$ cat src/rtl/sram_bridge_pkg.sv
package sram_bridge_pkg;

  // control-to-datapath strobes
  typedef struct packed {
    logic load;      // capture a newly accepted request
    logic advance;   // step to the upper halfword of a split request
    logic capture;   // last data-phase cycle: sample read data
    logic inAccess;  // setup, data or hold phase: chip selected
    logic inData;    // data phase
    logic drive;     // setup or data phase: write data may be driven
  } strobe_t;

  typedef enum logic [2:0] {
    ST_IDLE, ST_SETUP, ST_DATA, ST_HOLD, ST_TURN, ST_DONE
  } state_t;

endpackage

$ cat src/rtl/sram_bridge_ctrl.sv
module sram_bridge_ctrl
  import sram_bridge_pkg::*;
#(
  parameter int CNT_W = 4
) (
  input  logic             clk,
  input  logic             rstN,
  input  logic [CNT_W-1:0] cfgSetup,
  input  logic [CNT_W-1:0] cfgHold,
  input  logic [CNT_W-1:0] cfgData,
  input  logic [CNT_W-1:0] cfgTurn,
  input  logic             reqValid,
  input  logic [1:0]       reqSize,
  input  logic             reqAddrLsb,
  output logic             reqReady,
  output logic             rspValid,
  output logic             rspErr,
  output strobe_t          strb
);

  localparam logic [CNT_W-1:0] ONE  = {{(CNT_W-1){1'b0}}, 1'b1};
  localparam logic [CNT_W-1:0] ZERO = '0;

  state_t           state;
  logic [CNT_W-1:0] cnt;
  logic             isSplit;
  logic             upperBeat;
  logic             errFlag;

  logic [CNT_W-1:0] setupLen, dataLen;
  logic             phaseEnd, endBeat, advance, badAlign;

  assign setupLen = (cfgSetup == ZERO) ? ONE : cfgSetup;
  assign dataLen  = (cfgData  == ZERO) ? ONE : cfgData;
  assign phaseEnd = (cnt == ZERO);
  assign badAlign = (reqSize != 2'd0) && reqAddrLsb;

  always_comb begin
    endBeat = 1'b0;
    if (phaseEnd) begin
      unique case (state)
        ST_DATA: endBeat = (cfgHold == ZERO) && (cfgTurn == ZERO);
        ST_HOLD: endBeat = (cfgTurn == ZERO);
        ST_TURN: endBeat = 1'b1;
        default: endBeat = 1'b0;
      endcase
    end
  end

  assign advance = endBeat && isSplit && !upperBeat;

  assign reqReady      = (state == ST_IDLE);
  assign rspValid      = (state == ST_DONE);
  assign rspErr        = errFlag;
  assign strb.load     = reqReady && reqValid;
  assign strb.advance  = advance;
  assign strb.capture  = (state == ST_DATA) && phaseEnd;
  assign strb.inAccess = (state == ST_SETUP) || (state == ST_DATA) || (state == ST_HOLD);
  assign strb.inData   = (state == ST_DATA);
  assign strb.drive    = (state == ST_SETUP) || (state == ST_DATA);

  always_ff @(posedge clk or negedge rstN) begin
    if (!rstN) begin
      state     <= ST_IDLE;
      cnt       <= ZERO;
      isSplit   <= 1'b0;
      upperBeat <= 1'b0;
      errFlag   <= 1'b0;
    end else begin
      unique case (state)
        ST_IDLE: begin
          if (reqValid) begin
            isSplit   <= reqSize[1];
            upperBeat <= 1'b0;
            errFlag   <= badAlign;
            if (badAlign) begin
              state <= ST_DONE;
            end else begin
              state <= ST_SETUP;
              cnt   <= setupLen - ONE;
            end
          end
        end
        ST_DONE: state <= ST_IDLE;
        default: begin
          if (!phaseEnd) begin
            cnt <= cnt - ONE;
          end else if (endBeat) begin
            if (advance) begin
              upperBeat <= 1'b1;
              state     <= ST_SETUP;
              cnt       <= setupLen - ONE;
            end else begin
              state <= ST_DONE;
            end
          end else begin
            unique case (state)
              ST_SETUP: begin state <= ST_DATA; cnt <= dataLen - ONE; end
              ST_DATA: begin
                if (cfgHold != ZERO) begin state <= ST_HOLD; cnt <= cfgHold - ONE; end
                else begin state <= ST_TURN; cnt <= cfgTurn - ONE; end
              end
              default: begin state <= ST_TURN; cnt <= cfgTurn - ONE; end
            endcase
          end
        end
      endcase
    end
  end

  // handshake: acceptance drops ready for the following cycle
  assert_ready_drop_R1: assert property (@(posedge clk) disable iff (!rstN)
    (reqValid && reqReady) |=> !reqReady);

  // response is a single pulse followed by idle
  assert_rsp_pulse_R1: assert property (@(posedge clk) disable iff (!rstN)
    rspValid |=> (!rspValid && reqReady));

  // misaligned request answers at once with an error
  assert_err_fast_R9: assert property (@(posedge clk) disable iff (!rstN)
    (reqValid && reqReady && badAlign) |=> (rspValid && rspErr));

endmodule

$ cat src/rtl/sram_bridge_dp.sv
module sram_bridge_dp
  import sram_bridge_pkg::*;
#(
  parameter int HADDR_W = 21,
  parameter int DQ_W    = 16
) (
  input  logic                 clk,
  input  logic                 rstN,
  input  strobe_t              strb,
  input  logic                 reqWrite,
  input  logic [1:0]           reqSize,
  input  logic [HADDR_W:0]     reqAddr,
  input  logic [2*DQ_W-1:0]    reqWData,
  output logic [2*DQ_W-1:0]    rspRData,
  output logic                 sramCeN,
  output logic                 sramOeN,
  output logic                 sramWeN,
  output logic [1:0]           sramBlN,
  output logic [HADDR_W-1:0]   sramAddr,
  output logic [DQ_W-1:0]      sramDqOut,
  output logic                 sramDqOe,
  input  logic [DQ_W-1:0]      sramDqIn
);

  localparam int BYTE_W = DQ_W / 2;
  localparam int LANES  = 2;
  localparam logic [HADDR_W-1:0] HSTEP = {{(HADDR_W-1){1'b0}}, 1'b1};

  logic                isWrite, szByte, szWord, oddByte, hiBeat;
  logic [HADDR_W-1:0]  haddr;
  logic [2*DQ_W-1:0]   wdata;
  logic [DQ_W-1:0]     rdLo, rdHi;
  logic [LANES-1:0]    laneOn;
  logic [BYTE_W-1:0]   pickedByte;

  always_ff @(posedge clk or negedge rstN) begin
    if (!rstN) begin
      isWrite <= 1'b0;
      szByte  <= 1'b0;
      szWord  <= 1'b0;
      oddByte <= 1'b0;
      hiBeat  <= 1'b0;
      haddr   <= '0;
      wdata   <= '0;
      rdLo    <= '0;
      rdHi    <= '0;
    end else begin
      if (strb.load) begin
        isWrite <= reqWrite;
        szByte  <= (reqSize == 2'd0);
        szWord  <= reqSize[1];
        oddByte <= reqAddr[0];
        hiBeat  <= 1'b0;
        haddr   <= reqAddr[HADDR_W:1];
        wdata   <= reqWData;
        rdLo    <= '0;
        rdHi    <= '0;
      end else if (strb.advance) begin
        hiBeat <= 1'b1;
        haddr  <= haddr + HSTEP;
      end
      if (strb.capture && !isWrite) begin
        if (hiBeat) rdHi <= sramDqIn;
        else        rdLo <= sramDqIn;
      end
    end
  end

  // lane g is enabled for a byte access only when the address parity selects it
  for (genvar g = 0; g < LANES; g++) begin : g_lane
    assign laneOn[g] = !szByte || (oddByte == (g == 1));
  end

  assign pickedByte = oddByte ? rdLo[DQ_W-1:BYTE_W] : rdLo[BYTE_W-1:0];

  always_comb begin
    if (szWord)      rspRData = {rdHi, rdLo};
    else if (szByte) rspRData = {{(DQ_W+BYTE_W){1'b0}}, pickedByte};
    else             rspRData = {{DQ_W{1'b0}}, rdLo};
  end

  assign sramCeN   = !strb.inAccess;
  assign sramOeN   = !(strb.inData && !isWrite);
  assign sramWeN   = !(strb.inData && isWrite);
  assign sramBlN   = !strb.inAccess ? 2'b11 : (isWrite ? ~laneOn : 2'b00);
  assign sramAddr  = haddr;
  assign sramDqOe  = strb.drive && isWrite;
  assign sramDqOut = hiBeat ? wdata[2*DQ_W-1:DQ_W]
                   : (szByte ? {2{wdata[BYTE_W-1:0]}} : wdata[DQ_W-1:0]);

  logic advanceBit;
  assign advanceBit = strb.advance;

  // write and read strobes never overlap
  assert_we_oe_excl_R6: assert property (@(posedge clk) disable iff (!rstN)
    !(!sramWeN && !sramOeN));

  // write strobe only inside a selected access
  assert_we_in_access_R6: assert property (@(posedge clk) disable iff (!rstN)
    !sramWeN |-> !sramCeN);

  // reads use both lanes
  assert_read_lanes_R5: assert property (@(posedge clk) disable iff (!rstN)
    !sramOeN |-> (sramBlN == 2'b00));

  // no bus contention while memory drives
  assert_no_contention_R7: assert property (@(posedge clk) disable iff (!rstN)
    !sramOeN |-> !sramDqOe);

  // address steady within one access
  assert_addr_steady_R3: assert property (@(posedge clk) disable iff (!rstN)
    (!sramCeN && $past(!sramCeN) && !$past(advanceBit)) |-> $stable(sramAddr));

endmodule

$ cat src/rtl/sram_bridge.sv
module sram_bridge
  import sram_bridge_pkg::*;
#(
  parameter int HADDR_W = 21,
  parameter int DQ_W    = 16,
  parameter int CNT_W   = 4
) (
  input  logic                clk,
  input  logic                rstN,
  input  logic [CNT_W-1:0]    cfgSetup,
  input  logic [CNT_W-1:0]    cfgHold,
  input  logic [CNT_W-1:0]    cfgData,
  input  logic [CNT_W-1:0]    cfgTurn,
  input  logic                reqValid,
  output logic                reqReady,
  input  logic                reqWrite,
  input  logic [1:0]          reqSize,
  input  logic [HADDR_W:0]    reqAddr,
  input  logic [2*DQ_W-1:0]   reqWData,
  output logic                rspValid,
  output logic                rspErr,
  output logic [2*DQ_W-1:0]   rspRData,
  output logic                sramCeN,
  output logic                sramOeN,
  output logic                sramWeN,
  output logic [1:0]          sramBlN,
  output logic [HADDR_W-1:0]  sramAddr,
  output logic [DQ_W-1:0]     sramDqOut,
  output logic                sramDqOe,
  input  logic [DQ_W-1:0]     sramDqIn
);

  strobe_t strb;

  sram_bridge_ctrl #(.CNT_W(CNT_W)) u_ctrl (
    .clk(clk), .rstN(rstN),
    .cfgSetup(cfgSetup), .cfgHold(cfgHold), .cfgData(cfgData), .cfgTurn(cfgTurn),
    .reqValid(reqValid), .reqSize(reqSize), .reqAddrLsb(reqAddr[0]),
    .reqReady(reqReady), .rspValid(rspValid), .rspErr(rspErr), .strb(strb)
  );

  sram_bridge_dp #(.HADDR_W(HADDR_W), .DQ_W(DQ_W)) u_dp (
    .clk(clk), .rstN(rstN), .strb(strb),
    .reqWrite(reqWrite), .reqSize(reqSize), .reqAddr(reqAddr), .reqWData(reqWData),
    .rspRData(rspRData),
    .sramCeN(sramCeN), .sramOeN(sramOeN), .sramWeN(sramWeN), .sramBlN(sramBlN),
    .sramAddr(sramAddr), .sramDqOut(sramDqOut), .sramDqOe(sramDqOe), .sramDqIn(sramDqIn)
  );

endmodule

$ cat config.mk
export PLATFORM = sky130hd
export DESIGN_NAME = sram_bridge
export DESIGN_NICKNAME = d
export VERILOG_FILES = /design/src/rtl/sram_bridge_pkg.sv /design/src/rtl/sram_bridge_ctrl.sv /design/src/rtl/sram_bridge_dp.sv /design/src/rtl/sram_bridge.sv
export SDC_FILE = /design/constraint.sdc
export NUM_CORES = 1
export LEC_CHECK = 0
export BUFFER_PORTS_ARGS = -buffer_cell sky130_fd_sc_hd__buf_2
export CAP_MARGIN = 20
export CORE_MARGIN = 4
export CORE_UTILIZATION = 52
export CTS_CLUSTER_DIAMETER = 50
export DETAILED_ROUTE_END_ITERATION = 12
export PLACE_DENSITY = 0.91
export SLEW_MARGIN = 40
export SYNTH_ARGS = -nofsm -noshare
export SYNTH_HDL_FRONTEND = slang
export SYNTH_SLANG_ARGS = --single-unit
$ cat constraint.sdc
create_clock -name clk -period 2.3 [get_ports clk]
set_input_delay 0.115 -clock clk [delete_from_list [all_inputs] [get_ports clk]]
set_output_delay 0.115 -clock clk [all_outputs]
set_load 0.02 [all_outputs]
# == Word level (Yosys, flattened, before mapping) ==
# Index checks and enable logic that the tools add are counted.
# word_totals
reg_bits,100
inputBits,92
out_inout_bits,78
word_cells,110
# op_classes
add_sub_neg,6
n_eq_ne,8
n_mux,41
n_bitwise,3
reduce_logical,38
# op_table
op,n
2-to-1 mux 16 bit,9
2-to-1 mux 21 bit,2
2-to-1 mux 32 bit,1
2-to-1 mux 4 bit,8
"adder 21 x 1 -> 21 bit, second input constant",1
logical NOT 4 bit,5
"subtractor 4 x 1 -> 4 bit, second input constant",5
2-to-1 mux 3 bit,6
one-hot mux 4 bit (2 select lines),2
one-hot mux 3 bit (2 select lines),2
logical AND 1 bit,10
nonzero test 2 bit,5
2-to-1 mux 8 bit,1
"== test 3 x 2 -> 1 bit, second input constant",2
"== test 3 bit, second input constant",2
logical NOT 1 bit,6
2-to-1 mux 1 bit,6
AND reduction 5 bit,1
logical OR 1 bit,4
2-to-1 mux 2 bit,2
"!= test 2 bit, second input constant",2
"!= test 4 x 3 -> 1 bit, second input constant",1
AND reduction 2 bit,2
AND reduction 4 bit,1
other kinds (9),10

# == Longest topological paths before layout ==
# Gate-level depths: netlist of the first run.
# depth
word_depth,10
ltp_mapped,10
ltp_nobuf,8

# == By module ==
# Synthesis of the first run repeated with hierarchy kept, for this count alone.
# hier_totals
hier_cells,571
area_unflattened_um2,5489.0
# modules_own_cells
mod,instances,cells_per_inst,area_each_um2,seq_area_each_um2
sram_bridge_dp,1,433,4393.0,2252.2
sram_bridge_ctrl,1,138,1096.1,250.2

# == Worst setup path before layout of the first run ==
# No wires, ideal clock.
# synth_path
path_type,flip-flop to flip-flop
start,register u_ctrl.cnt[0]
end,register u_dp.haddr[20] (netlist: u_dp.sramAddr[20])
setup_time_ns,0.123
arrival_ns,1.923
required_ns,2.177
path_slack_ns,0.254
path_stages_with_launch,9
n_path_buf,0
synth_period_minus_slack_ns,2.046
path_cell_list,dfrtp_1 > inv_1 > ha_1 > nor3b_2 > nand2_1 > a2111oi_4 > nor3b_2 > xnor2_1 > a21oi_1
# synth_between
elab_chain_cells,5
# synth_lines
element,line_no,rtl
from (decl),sram_bridge_ctrl.sv:25,logic [CNT_W-1:0] cnt;
from (signal assigned),sram_bridge_ctrl.sv:80,cnt <= setupLen - ONE;
from (signal assigned),sram_bridge_ctrl.sv:87,cnt <= cnt - ONE;
from (signal assigned),sram_bridge_ctrl.sv:92,cnt <= setupLen - ONE;
logical NOT 4 bit,sram_bridge_ctrl.sv:35,assign phaseEnd = (cnt == ZERO);
2-to-1 mux 1 bit,sram_bridge_ctrl.sv:40,if (phaseEnd) begin
logical AND 1 bit (2 in series),sram_bridge_ctrl.sv:50,assign advance = endBeat && isSplit && !upperBeat;
nonzero test 2 bit (no source line),--,
to (signal assigned),sram_bridge_dp.sv:54,haddr <= reqAddr[HADDR_W:1];
to (signal assigned),sram_bridge_dp.sv:60,haddr <= haddr + HSTEP;
to (decl),sram_bridge_dp.sv:30,logic [HADDR_W-1:0] haddr;
# Every way passes these cells.
# A chain may end at the register's enable or synchronous reset.

# == Worst setup path in the final report of the first run ==
# layout_path
start,register u_ctrl.state[2]
end,register u_dp.haddr[16] (netlist: u_dp.sramAddr[16])
# layout_between
elab_chain_cells,6
word_cells_on_any_way,11
classes_between,3 x eq/ne; 3 x mux; 5 x reduce/logical
# layout_lines
element,line_no,rtl
from (decl),sram_bridge_ctrl.sv:24,state_t state;
from (signal assigned),sram_bridge_ctrl.sv:64,state <= ST_IDLE;
from (signal assigned),sram_bridge_ctrl.sv:77,state <= ST_DONE;
from (signal assigned),sram_bridge_ctrl.sv:79,state <= ST_SETUP;
== test 3 bit / == test 3 x 2 -> 1 bit (equally long branches),sram_bridge_ctrl.sv:41,unique case (state)
one-hot mux 1 bit (3 select lines),sram_bridge_ctrl.sv:41,
2-to-1 mux 1 bit,sram_bridge_ctrl.sv:40,
logical AND 1 bit (2 in series),sram_bridge_ctrl.sv:50,
nonzero test 2 bit (no source line),--,
# Several ways; a longest one is shown, not always the timed one.

==> reports/qor.yml, run 1 <==
ioPinCount: 170
ys_ff_latch: 99
drt_iter0_markers: 332
overflow: 0
status: "finished clean"
finalSetupViolations: 0
grt_pass1_wl_um: 26100
fill_cells: 688
wl_per_cell_um: 17.8
arrival_ps: 2480
critPathKind: "flip-flop to flip-flop"
ir_drop_mv: 0.828
placed_area_mm2: 0.00638
synth_ff_type: "dfrtp_1"
stdcell_area_mm2: 0.00724
drive_gt1_share_pct: 35.5
ant_nets: 0
viasPerCell: 5.66
end_kind: "flip-flop"
clockBufferDepth: 2
core_area_mm2: 0.00991
insertion_delay_ps: 360
hold_end: "u_dp.sramAddr[8]$_DFFE_PN0P_"
cp.required_ps: 2580
rows: 36
min_period_over_period_pct: 95.7
ys_types: 58
r2r-end: "u_dp.sramAddr[16]$_DFFE_PN0P_"
fin_nets: 878
first_global_vias: 5384
cts_max_level: 3
cts_made_buffers: 9
skew_ps: 13.9
syn_inst: 552
ys_seq_area_share_pct: 46.2
relSlewSlack_pct: 63.3
worst-path-max-fanout: 9
die_h_um: 110
powerDensity_mw_per_mm2: 1120
clock-root-buffer: "clkbuf_8"
layout_commonest_cell: "buf_2"
clock.fmax_mhz: 454
hold_viol: 0
fin_tns_setup_ps: 0
most-common-layout-cells: "buf_2, dfrtp_1, nand2_1, dlygate4sd3_1, mux2_2"
die_x_um: 110
area.growth.synth_to_final_pct: 35.0
clkTransAtPathRegs_ps: 110
cap_violations: 0
diodes: 0
multi_input_area_mm2: 0.00271
syn_area_mm2: 0.00536
rsz0062_at_grt: "no"
post-route-min-period_ps: 2200
syn_avg_cell_area_um2: 9.71
hpwl_um: 10800
antenna_found_initial: 0
cts_tree: "done"
async_reset_ff_share_pct: 100
worst-r2r-cell-count: 7
gp_congestion: 0.905
hold_depth: 3
hold_path_class: "primary input to flip-flop"
vias: 5196
maxSlewViolCount: 0
worst_pin_slew_ps: 551
die_area_mm2: 0.0120
grt_use_total_pct: 28.0
p_leak_nw: 3.42
drc: 0
start_kind: "flip-flop"
regArea_mm2: 0.00248
worstHoldStart: "reqAddr[9]"
start_util_pct: 54.1
yosysWarnings: 0
worst_r2r_startpoint: "u_ctrl.state[2]$_DFFE_PN0P_"
cts_num_sinks: 99
synth_edf_count: 0
grt_start_max_net_pins: 61
syn_nets: 650
portBuffers: 169
drt-total-wl_um: 16300
first_pass_iters: 5
regToRegSetupSlack_ps: 100
[synthesized netlist by cell type (2+ instances only)]
| cell type | count | area, µm² |
|---|---|---|
| nor2_1 | 34 | 128 |
| mux2i_1 | 10 | 100 |
| nand4_1 | 7 | 43.8 |
| or3b_2 | 2 | 17.5 |
| nand2_1 | 95 | 357 |
| and2_1 | 26 | 163 |
| ha_1 | 6 | 75.1 |
| nand2b_1 | 4 | 25.0 |
| xnor2_1 | 13 | 114 |
| o21ai_0 | 38 | 190 |
| nor3b_2 | 4 | 50.1 |
| mux2_2 | 51 | 574 |
| o22a_1 | 2 | 17.5 |
| a31oi_1 | 3 | 18.8 |
| o21a_1 | 2 | 15.0 |
| nand3_1 | 24 | 120 |
| nand3b_1 | 2 | 15.0 |
| nor2b_1 | 2 | 12.5 |
| o22ai_1 | 3 | 18.8 |
| inv_1 | 12 | 45.0 |
| or3_1 | 2 | 12.5 |
| dfrtp_1 | 99 | 2480 |
| a21oi_1 | 30 | 150 |
| o221ai_1 | 2 | 17.5 |
| buf_2 | 4 | 20.0 |
| buf_4 | 2 | 15.0 |
| clkbuf_1 | 20 | 75.1 |
| buf_6 | 3 | 33.8 |
| nor3_1 | 8 | 40.0 |
| xor2_1 | 11 | 96.3 |
| o31ai_1 | 4 | 30.0 |
[cell type report]
class                   count  area share [%]
clock buffers              12            2.28
clock inverters             4           0.761
inverters                  13           0.674
multi-input cells         410            37.4
flip-flops and latches     99            34.3
well taps                 133            2.30
repair buffers            247            22.3
[registers in the layout (all words and copies together), names as in the netlist]
name,flops
u_ctrl.cnt,4
u_ctrl.isSplit,1
u_ctrl.rspErr,1
u_ctrl.state,3
u_ctrl.upperBeat,1
u_dp.hiBeat,1
u_dp.isWrite,1
u_dp.oddByte,1
u_dp.rdHi,16
u_dp.rdLo,16
u_dp.sramAddr,21
u_dp.szByte,1
u_dp.wdata,32
[how the worst max path moves through the flow]
stage,start,endpoint,slack [ps],depth (start not counted)
floorplan,u_ctrl.cnt[0]$_DFFE_PN0P_,u_dp.sramAddr[20]$_DFFE_PN0P_,250,8
CTS,u_ctrl.state[0]$_DFFE_PN0P_,u_ctrl.cnt[1]$_DFFE_PN0P_,30,6
detailed placement,u_ctrl.cnt[0]$_DFFE_PN0P_,u_dp.sramAddr[20]$_DFFE_PN0P_,20,8
finish,u_ctrl.state[2]$_DFFE_PN0P_,u_dp.sramAddr[16]$_DFFE_PN0P_,100,7
global route,u_ctrl.state[2]$_DFFE_PN0P_,u_dp.sramAddr[16]$_DFFE_PN0P_,30,7
global placement,u_ctrl.cnt[0]$_DFFE_PN0P_,u_dp.sramAddr[20]$_DFFE_PN0P_,110,8
[power by group]
part	total, mW	switching [mW]	internal, mW
Combinational	3.95	2.30	1.66
Sequential	2.98	0.592	2.38
Clock	1.21	0.611	0.601
[layer usage]
metal / GRT usage [%] / routed length, µm / up-vias / share of wire, %
met1: 33.1 / 6070 / 2471 / 37
met3: 4.35 / 945 / 90 / 5.8
met2: 47.6 / 8370 / 269 / 51
met4: 17.4 / 910 / 0 / 5.6
li1: - / - / 2366 / -
met5: 0 / 0 / - / 0
[stage by stage]
stage                     std cells  power (mW)  setup slack (ps)  hold slack (ps)  utilization [%]
after floorplan                 552        5.47               254             -181                -
after global placement          840        6.52               111              225             64.4
after detailed placement        840        6.75              22.2              229             64.4
after CTS                       915        8.04              30.2             1.93             72.6
after global routing            918        8.63              27.6             14.4             73.0
final                           918        8.14              98.5             19.8             73.0
[worst max-delay path, cell delays in order, from the launching register on]
cell,delay (ps)
dfrtp_1,510
nor4b_4,350
o211ai_4,190
a2111oi_4,400
buf_4,210
nand4_1,120
xor2_1,170
a21oi_1,170
[timing repair]
action / in CTS / in global routing
gates resized for setup: 0 / 4
hold endpoints to repair: 127 / 1
buffers inserted: 0 / 2
pin swaps: 1 / 1
hold buffers: 59 / 1
endpoints found under the setup margin: 1 / 11
[cells by family (layout without fill, tap and decap cells)]
family | count (synthesis) | in the layout | share of synthesized area, %
AOI/OAI and AO/OA | 100 | 100 | 12.1
xor gates and xnor gates | 24 | 24 | 3.92
adders and majority gates | 6 | 6 | 1.40
buffers and inverters | 43 | 276 | 3.67
DFF | 99 | 99 | 46.2
muxes | 61 | 61 | 12.6
and+or+nand+nor | 219 | 219 | 20.1
Power figures use the tool's default switching activity.
==> run 2, diff against run 1 <==
--- a/config.mk
+++ b/config.mk
@@ -7,6 +7,7 @@
 export LEC_CHECK = 0
 export BUFFER_PORTS_ARGS = -buffer_cell sky130_fd_sc_hd__buf_2
 export CAP_MARGIN = 20
+export CORE_ASPECT_RATIO = 1.25
 export CORE_MARGIN = 4
 export CORE_UTILIZATION = 52
 export CTS_CLUSTER_DIAMETER = 50
==> reports/qor.yml, run 2 (same netlist as run 1, synthesis figures left out) <==
drt_iter0_markers: 329  # -0.90%
clock.fmax_mhz: 462  # +1.7%
finalSetupViolations: 0  # unchanged
first_global_vias: 4949  # -8.1%
clockBufferDepth: 2  # unchanged
portBuffers: 169  # unchanged
relSlewSlack_pct: 65.7  # +2.5 points
worst_pin_slew_ps: 513  # -38.1 ps
vias: 4968  # -4.4%
die_h_um: 122  # +11%
viasPerCell: 5.71  # +0.89%
end_kind: "flip-flop"
wl_per_cell_um: 17.2  # -3.1%
worstPathCellList: "nor4b_4, o211ai_4, a2111oi_4, buf_4, nor3b_2, xnor2_1, a21oi_1"
fin_tns_setup_ps: 0  # unchanged
insertion_delay_ps: 340  # -20 ps
regMostFlops: "u_dp.wdata"
grt_pass1_wl_um: 23900  # -8.7%
maxSlewViolCount: 0  # unchanged
powerDensity_mw_per_mm2: 1200  # +6.7%
cts_made_buffers: 9  # unchanged
most-common-layout-cells: "buf_2, dfrtp_1, nand2_1, mux2_2, o21ai_0"
grt_start_max_net_pins: 58  # -4.9%
skew_ps: 15.3  # +1.39 ps
gp_congestion: 0.966  # +6.6%
cap_violations: 0  # unchanged
cp.required_ps: 2520  # -60 ps
layout_commonest_cell: "buf_2"
hpwl_um: 11000  # +1.6%
area.growth.synth_to_final_pct: 27.7
antenna_found_initial: 0  # unchanged
drt-total-wl_um: 15000  # -8.1%
core_area_mm2: 0.0101  # +2.0%
p_leak_nw: 3.27  # -4.6%
cts_max_level: 3  # unchanged
start_kind: "flip-flop"
ant_nets: 0  # unchanged
ioPinCount: 170  # unchanged
post-route-min-period_ps: 2170  # -36.1 ps
grt_use_total_pct: 24.5  # -3.4 points
ir_drop_mv: 0.733  # -11%
diodes: 0  # unchanged
overflow: 0  # unchanged
status: "finished clean"
cpPeakStageDelay_ps: 520  # about the same
hold_path_class: "primary input to flip-flop"
fin_nets: 834  # -5.0%
die_x_um: 98.8  # -9.8%
first_pass_iters: 5  # unchanged
drive_gt1_share_pct: 37.0  # +1.4 points
clkTransAtPathRegs_ps: 80  # -30 ps
worst-r2r-cell-count: 7  # unchanged
arrival_ps: 2390  # -90 ps
min_period_over_period_pct: 94.1  # -1.6 points
cts_tree: "done"
rows: 41  # +14%
largest_reg_flops: 32  # unchanged
cts_num_sinks: 99  # unchanged
fin_total_pwr_mw: 8.21  # +0.89%
critPathKind: "flip-flop to flip-flop"
critPathSlowestCell: "dfrtp_1"
hold_depth: 2  # -1
worst-path-max-fanout: 12  # +3
hold_viol: 0  # unchanged
drc: 0  # unchanged
clock-root-buffer: "clkbuf_16"
die_area_mm2: 0.0120  # about the same
rsz0062_at_grt: "no"
start_util_pct: 53.0  # -1.1 points
-- run 2: area by class of cell --
class / instances / area, µm²
clock buffer: 12 / 246
clock inverter: 4 / 26.3
fill: 748 / 3260
inverter: 13 / 48.8
multi-input combinational: 410 / 2700
sequential: 99 / 2480
tap: 129 / 161
timing repair buffer: 203 / 1180
-- run 2: worst paths after layout --
kind,endpoint,from,slack (ps)
max in group asynchronous,u_dp.rdHi[12]$_DFF_PN0_,rstN,1450
min in group asynchronous,u_dp.sramAddr[3]$_DFFE_PN0P_,rstN,220
worst max register to register,u_dp.sramAddr[20]$_DFFE_PN0P_,u_ctrl.state[2]$_DFFE_PN0P_,130
worst min register to register,u_dp.rdHi[4]$_DFF_PN0_,u_dp.rdHi[4]$_DFF_PN0_,500
worst max-delay path,u_dp.sramAddr[20]$_DFFE_PN0P_,u_ctrl.state[2]$_DFFE_PN0P_,130
worst min-delay path,u_dp.wdata[29]$_DFFE_PN0P_,reqWData[29],8
-- run 2: metrics by stage --
step                worst slack [ps]  cell area [µm²]  utilization, %  hold slack [ps]  std cells
finish                           135             6840            67.7             7.87        870
global route                    6.46             6840            67.7             6.08        870
CTS                             20.4             6830            67.6             1.82        869
detailed placement             -21.6             6390            63.2             29.5        836
global placement                 106             6390            63.2             24.8        836
floorplan                        254             5360               -             -181        552
-- run 2: layer usage --
metal	vias to the layer above	share of wire, %	GRT usage, %
met2	204	53	43.6
met3	57	5.4	3.22
met5	-	0	0
li1	2273	-	-
met1	2434	38	29.1
met4	0	3.8	12.0
-- run 2: where the power goes --
group          leakage [nW]  switching, mW  internal, mW  total, mW
registers              1.23          0.598          2.38       2.98
clock network         0.133          0.634         0.762       1.40
logic                  1.91           2.21          1.62       3.83
-- run 2: critical path, delay by kind of cell (launching register included) --
kind	cells	cell delay (ps)
flops	1	520
buf+inv	1	210
xor+xnor	1	160
simple gates	2	560
compound gates	3	590
-- run 2: repair_timing --
action                                 CTS  global route
gates resized for setup                  0             1
endpoints found under the hold margin   38             0
hold buffers                            17             0
setup endpoints to repair                1             8
buffers inserted                         0             1
pin swaps                                1             1
==> run 3, diff against run 2 <==
--- a/config.mk
+++ b/config.mk
@@ -5,14 +5,15 @@
 export SDC_FILE = /design/constraint.sdc
 export NUM_CORES = 1
 export LEC_CHECK = 0
+export ABC_AREA = 1
 export BUFFER_PORTS_ARGS = -buffer_cell sky130_fd_sc_hd__buf_2
 export CAP_MARGIN = 20
 export CORE_ASPECT_RATIO = 1.25
 export CORE_MARGIN = 4
-export CORE_UTILIZATION = 52
+export CORE_UTILIZATION = 47
 export CTS_CLUSTER_DIAMETER = 50
 export DETAILED_ROUTE_END_ITERATION = 12
-export PLACE_DENSITY = 0.91
+export PLACE_DENSITY = 0.87
 export SLEW_MARGIN = 40
 export SYNTH_ARGS = -nofsm -noshare
 export SYNTH_HDL_FRONTEND = slang
==> constraint.sdc (replaced) <==
create_clock -name clk -period 1.9 [get_ports clk]
set_input_delay 0.095 -clock clk [delete_from_list [all_inputs] [get_ports clk]]
set_output_delay 0.095 -clock clk [all_outputs]
set_load 0.02 [all_outputs]
==> reports/qor.yml, run 3 <==
status: "finished clean"
hold_depth: 3  # +1
min_period_over_period_pct: 94.7  # +0.56 points
cts_made_buffers: 9  # unchanged
hold_viol: 0  # unchanged
timing.critical_path.to: "u_dp.sramAddr[20]$_DFFE_PN0P_"
overflow: 0  # unchanged
yosys.area.top_type_share_pct: 42.9  # -3.4 points
wl_per_cell_um: 13.9  # -19%
yosysMostFrequentCell: "nand2_1"
vias: 5995  # +21%
worst-path-max-fanout: 42  # +30
ir_drop_mv: 0.938  # +28%
die_area_mm2: 0.0141  # +18%
synth_edf_count: 0  # unchanged
synth_area_leaders: "dfrtp_1, nand2_1, inv_1, nand3_1, o21ai_1"
cp-startpoint: "u_ctrl.state[1]$_DFFE_PN0P_"
fill_cells: 1044  # +40%
insertion_delay_ps: 340  # about the same
post-route-min-period_ps: 1800  # -366 ps
powerDensity_mw_per_mm2: 1410  # +18%
critPathKind: "flip-flop to flip-flop"
grt_pass1_wl_um: 27200  # +14%
first_global_vias: 5810  # +17%
drc: 0  # unchanged
ant_nets: 0  # unchanged
worst_r2r_startpoint: "u_ctrl.state[1]$_DFFE_PN0P_"
worst-r2r-cell-count: 11  # +4
grt_start_max_net_pins: 100  # +72%
syn_nets: 918  # +41%
synth_commonest_cells: "nand2_1, dfrtp_1, inv_1"
p_leak_nw: 4.18  # +28%
synth_top_area_cell: "dfrtp_1"
fin_total_pwr_mw: 10.7  # +30%
end_kind: "flip-flop"
viasPerCell: 5.00  # -12%
async_reset_ff_share_pct: 100  # unchanged
r2r-end: "u_dp.sramAddr[20]$_DFFE_PN0P_"
ys_seq_area_share_pct: 42.9  # -3.4 points
syn_area_mm2: 0.00578  # +7.8%
relSlewSlack_pct: 63.9  # -1.9 points
hold_path_class: "primary input to flip-flop"
layout_commonest_cell: "nand2_1"
cts_max_level: 3  # unchanged
fin_nets: 1125  # +35%
first_pass_iters: 5  # unchanged
drt_iter0_markers: 346  # +5.2%
die_x_um: 107  # +8.5%
core_area_mm2: 0.0121  # +20%
portBuffers: 169  # unchanged
most-common-layout-cells: "nand2_1, buf_2, dfrtp_1, inv_1, nand3_1"
cts_num_sinks: 99  # unchanged
clock-root-buffer: "clkbuf_16"
skew_ps: 12.3  # -2.93 ps
ioPinCount: 170  # unchanged
arrival_ps: 2020  # -370 ps
area.growth.synth_to_final_pct: 30.9
synth_ff_type: "dfrtp_1"
antenna_found_initial: 2  # +2
hpwl_um: 11500  # +4.5%
fin_hold_ws_ps: 14.7  # +6.86 ps
clock.fmax_mhz: 556  # +20%
start_util_pct: 47.7  # -5.3 points
finalSetupViolations: 0  # unchanged
yosysWarnings: 0  # unchanged
cap_violations: 0  # unchanged
start_kind: "flip-flop"
cts_tree: "done"
die_h_um: 132  # +8.6%
clockBufferDepth: 2  # unchanged
clkTransAtPathRegs_ps: 70  # about the same
drive_gt1_share_pct: 23.5  # -13 points
rows: 45  # +9.8%
worst_pin_slew_ps: 542  # +29.6 ps
cp.required_ps: 2120  # -400 ps
grt_use_total_pct: 23.4  # -1.1 points
gp_congestion: 0.863  # -11%
syn_avg_cell_area_um2: 7.05  # -27%
regMostFlops: "u_dp.wdata"
drt-total-wl_um: 16700  # +11%
maxSlewViolCount: 0  # unchanged
regToRegSetupSlack_ps: 100  # -30 ps
syn_inst: 820  # +49%
ys_ff_latch: 99  # unchanged
ys_types: 42  # -28%
largest_reg_flops: 32  # unchanged
-- run 3: worst min path at each step --
stage / startpoint / to
3_5_place_dp: rstN / u_dp.sramAddr[14]$_DFFE_PN0P_
5_1_grt: reqAddr[21] / u_dp.sramAddr[20]$_DFFE_PN0P_
6_report: sramDqIn[5] / u_dp.rdLo[5]$_DFF_PN0_
3_3_place_gp: rstN / u_dp.sramAddr[14]$_DFFE_PN0P_
2_1_floorplan: rstN / u_ctrl.cnt[0]$_DFFE_PN0P_
4_1_cts: sramDqIn[5] / u_dp.rdLo[5]$_DFF_PN0_
-- run 3: kinds of logic after synthesis --
group,synth area share (%)
AO/OA/AOI/OAI,10.7
AND/OR/NAND/NOR,33.5
buffers and inverters,9.81
adder cells (fa/ha/maj),1.30
XOR/XNOR,1.67
multiplexers,0.173
flip-flops,42.9
-- run 3: cell type report --
cell class / count / area, µm² / area share, %
antenna: 2 / 5.00 / 0.0662
tap: 164 / 205 / 2.71
inverter: 97 / 364 / 4.81
multi-input combinational: 591 / 2760 / 36.5
clock buffer: 10 / 229 / 3.03
timing repair buffer: 229 / 1460 / 19.3
clock inverter: 6 / 57.6 / 0.761
sequential: 99 / 2480 / 32.8
-- run 3: through the flow --
step	util [%]	TNS, ps	area (µm²)	cells	setup slack [ps]
6_report	62.5	0	7560	1198	101
5_1_grt	62.5	-102	7560	1198	-33.0
4_1_cts	62.0	0	7500	1192	73.1
3_5_place_dp	56.3	0	6820	1137	86.8
3_3_place_gp	56.3	0	6820	1137	140
2_1_floorplan	-	0	5780	820	167
-- run 3: where the power goes --
part / switching (mW) / leakage, nW / internal [mW]
combinational: 3.41 / 2.75 / 1.90
clock: 0.848 / 0.141 / 0.920
sequential: 0.672 / 1.29 / 2.94
-- run 3: metal layers --
metal  up-vias  routed length [µm]  track usage (%)
met5         -                   0                0
met4         0                 569             10.9
met3        37                 699             2.01
met2       193                8550             40.9
met1      2763                6860             29.0
li1       3002                   -                -
-- run 3: timing repair --
item	in CTS	in global routing
gates resized for setup	2	8
hold endpoints to repair	137	0
pin swaps	0	3
endpoints found under the setup margin	1	20
setup buffers	0	4
hold buffers	39	0
-- run 3: critical path, stage by stage, from the launching register on --
cell and delay (ps):
dfrtp_2 450, nor2_2 160, inv_2 80, nor2_4 230, nand2_8 140, inv_2 110
buf_12 200, nor3_1 70, nand3_1 70, nor2_1 50, nand2_2 50, nand3_2 50
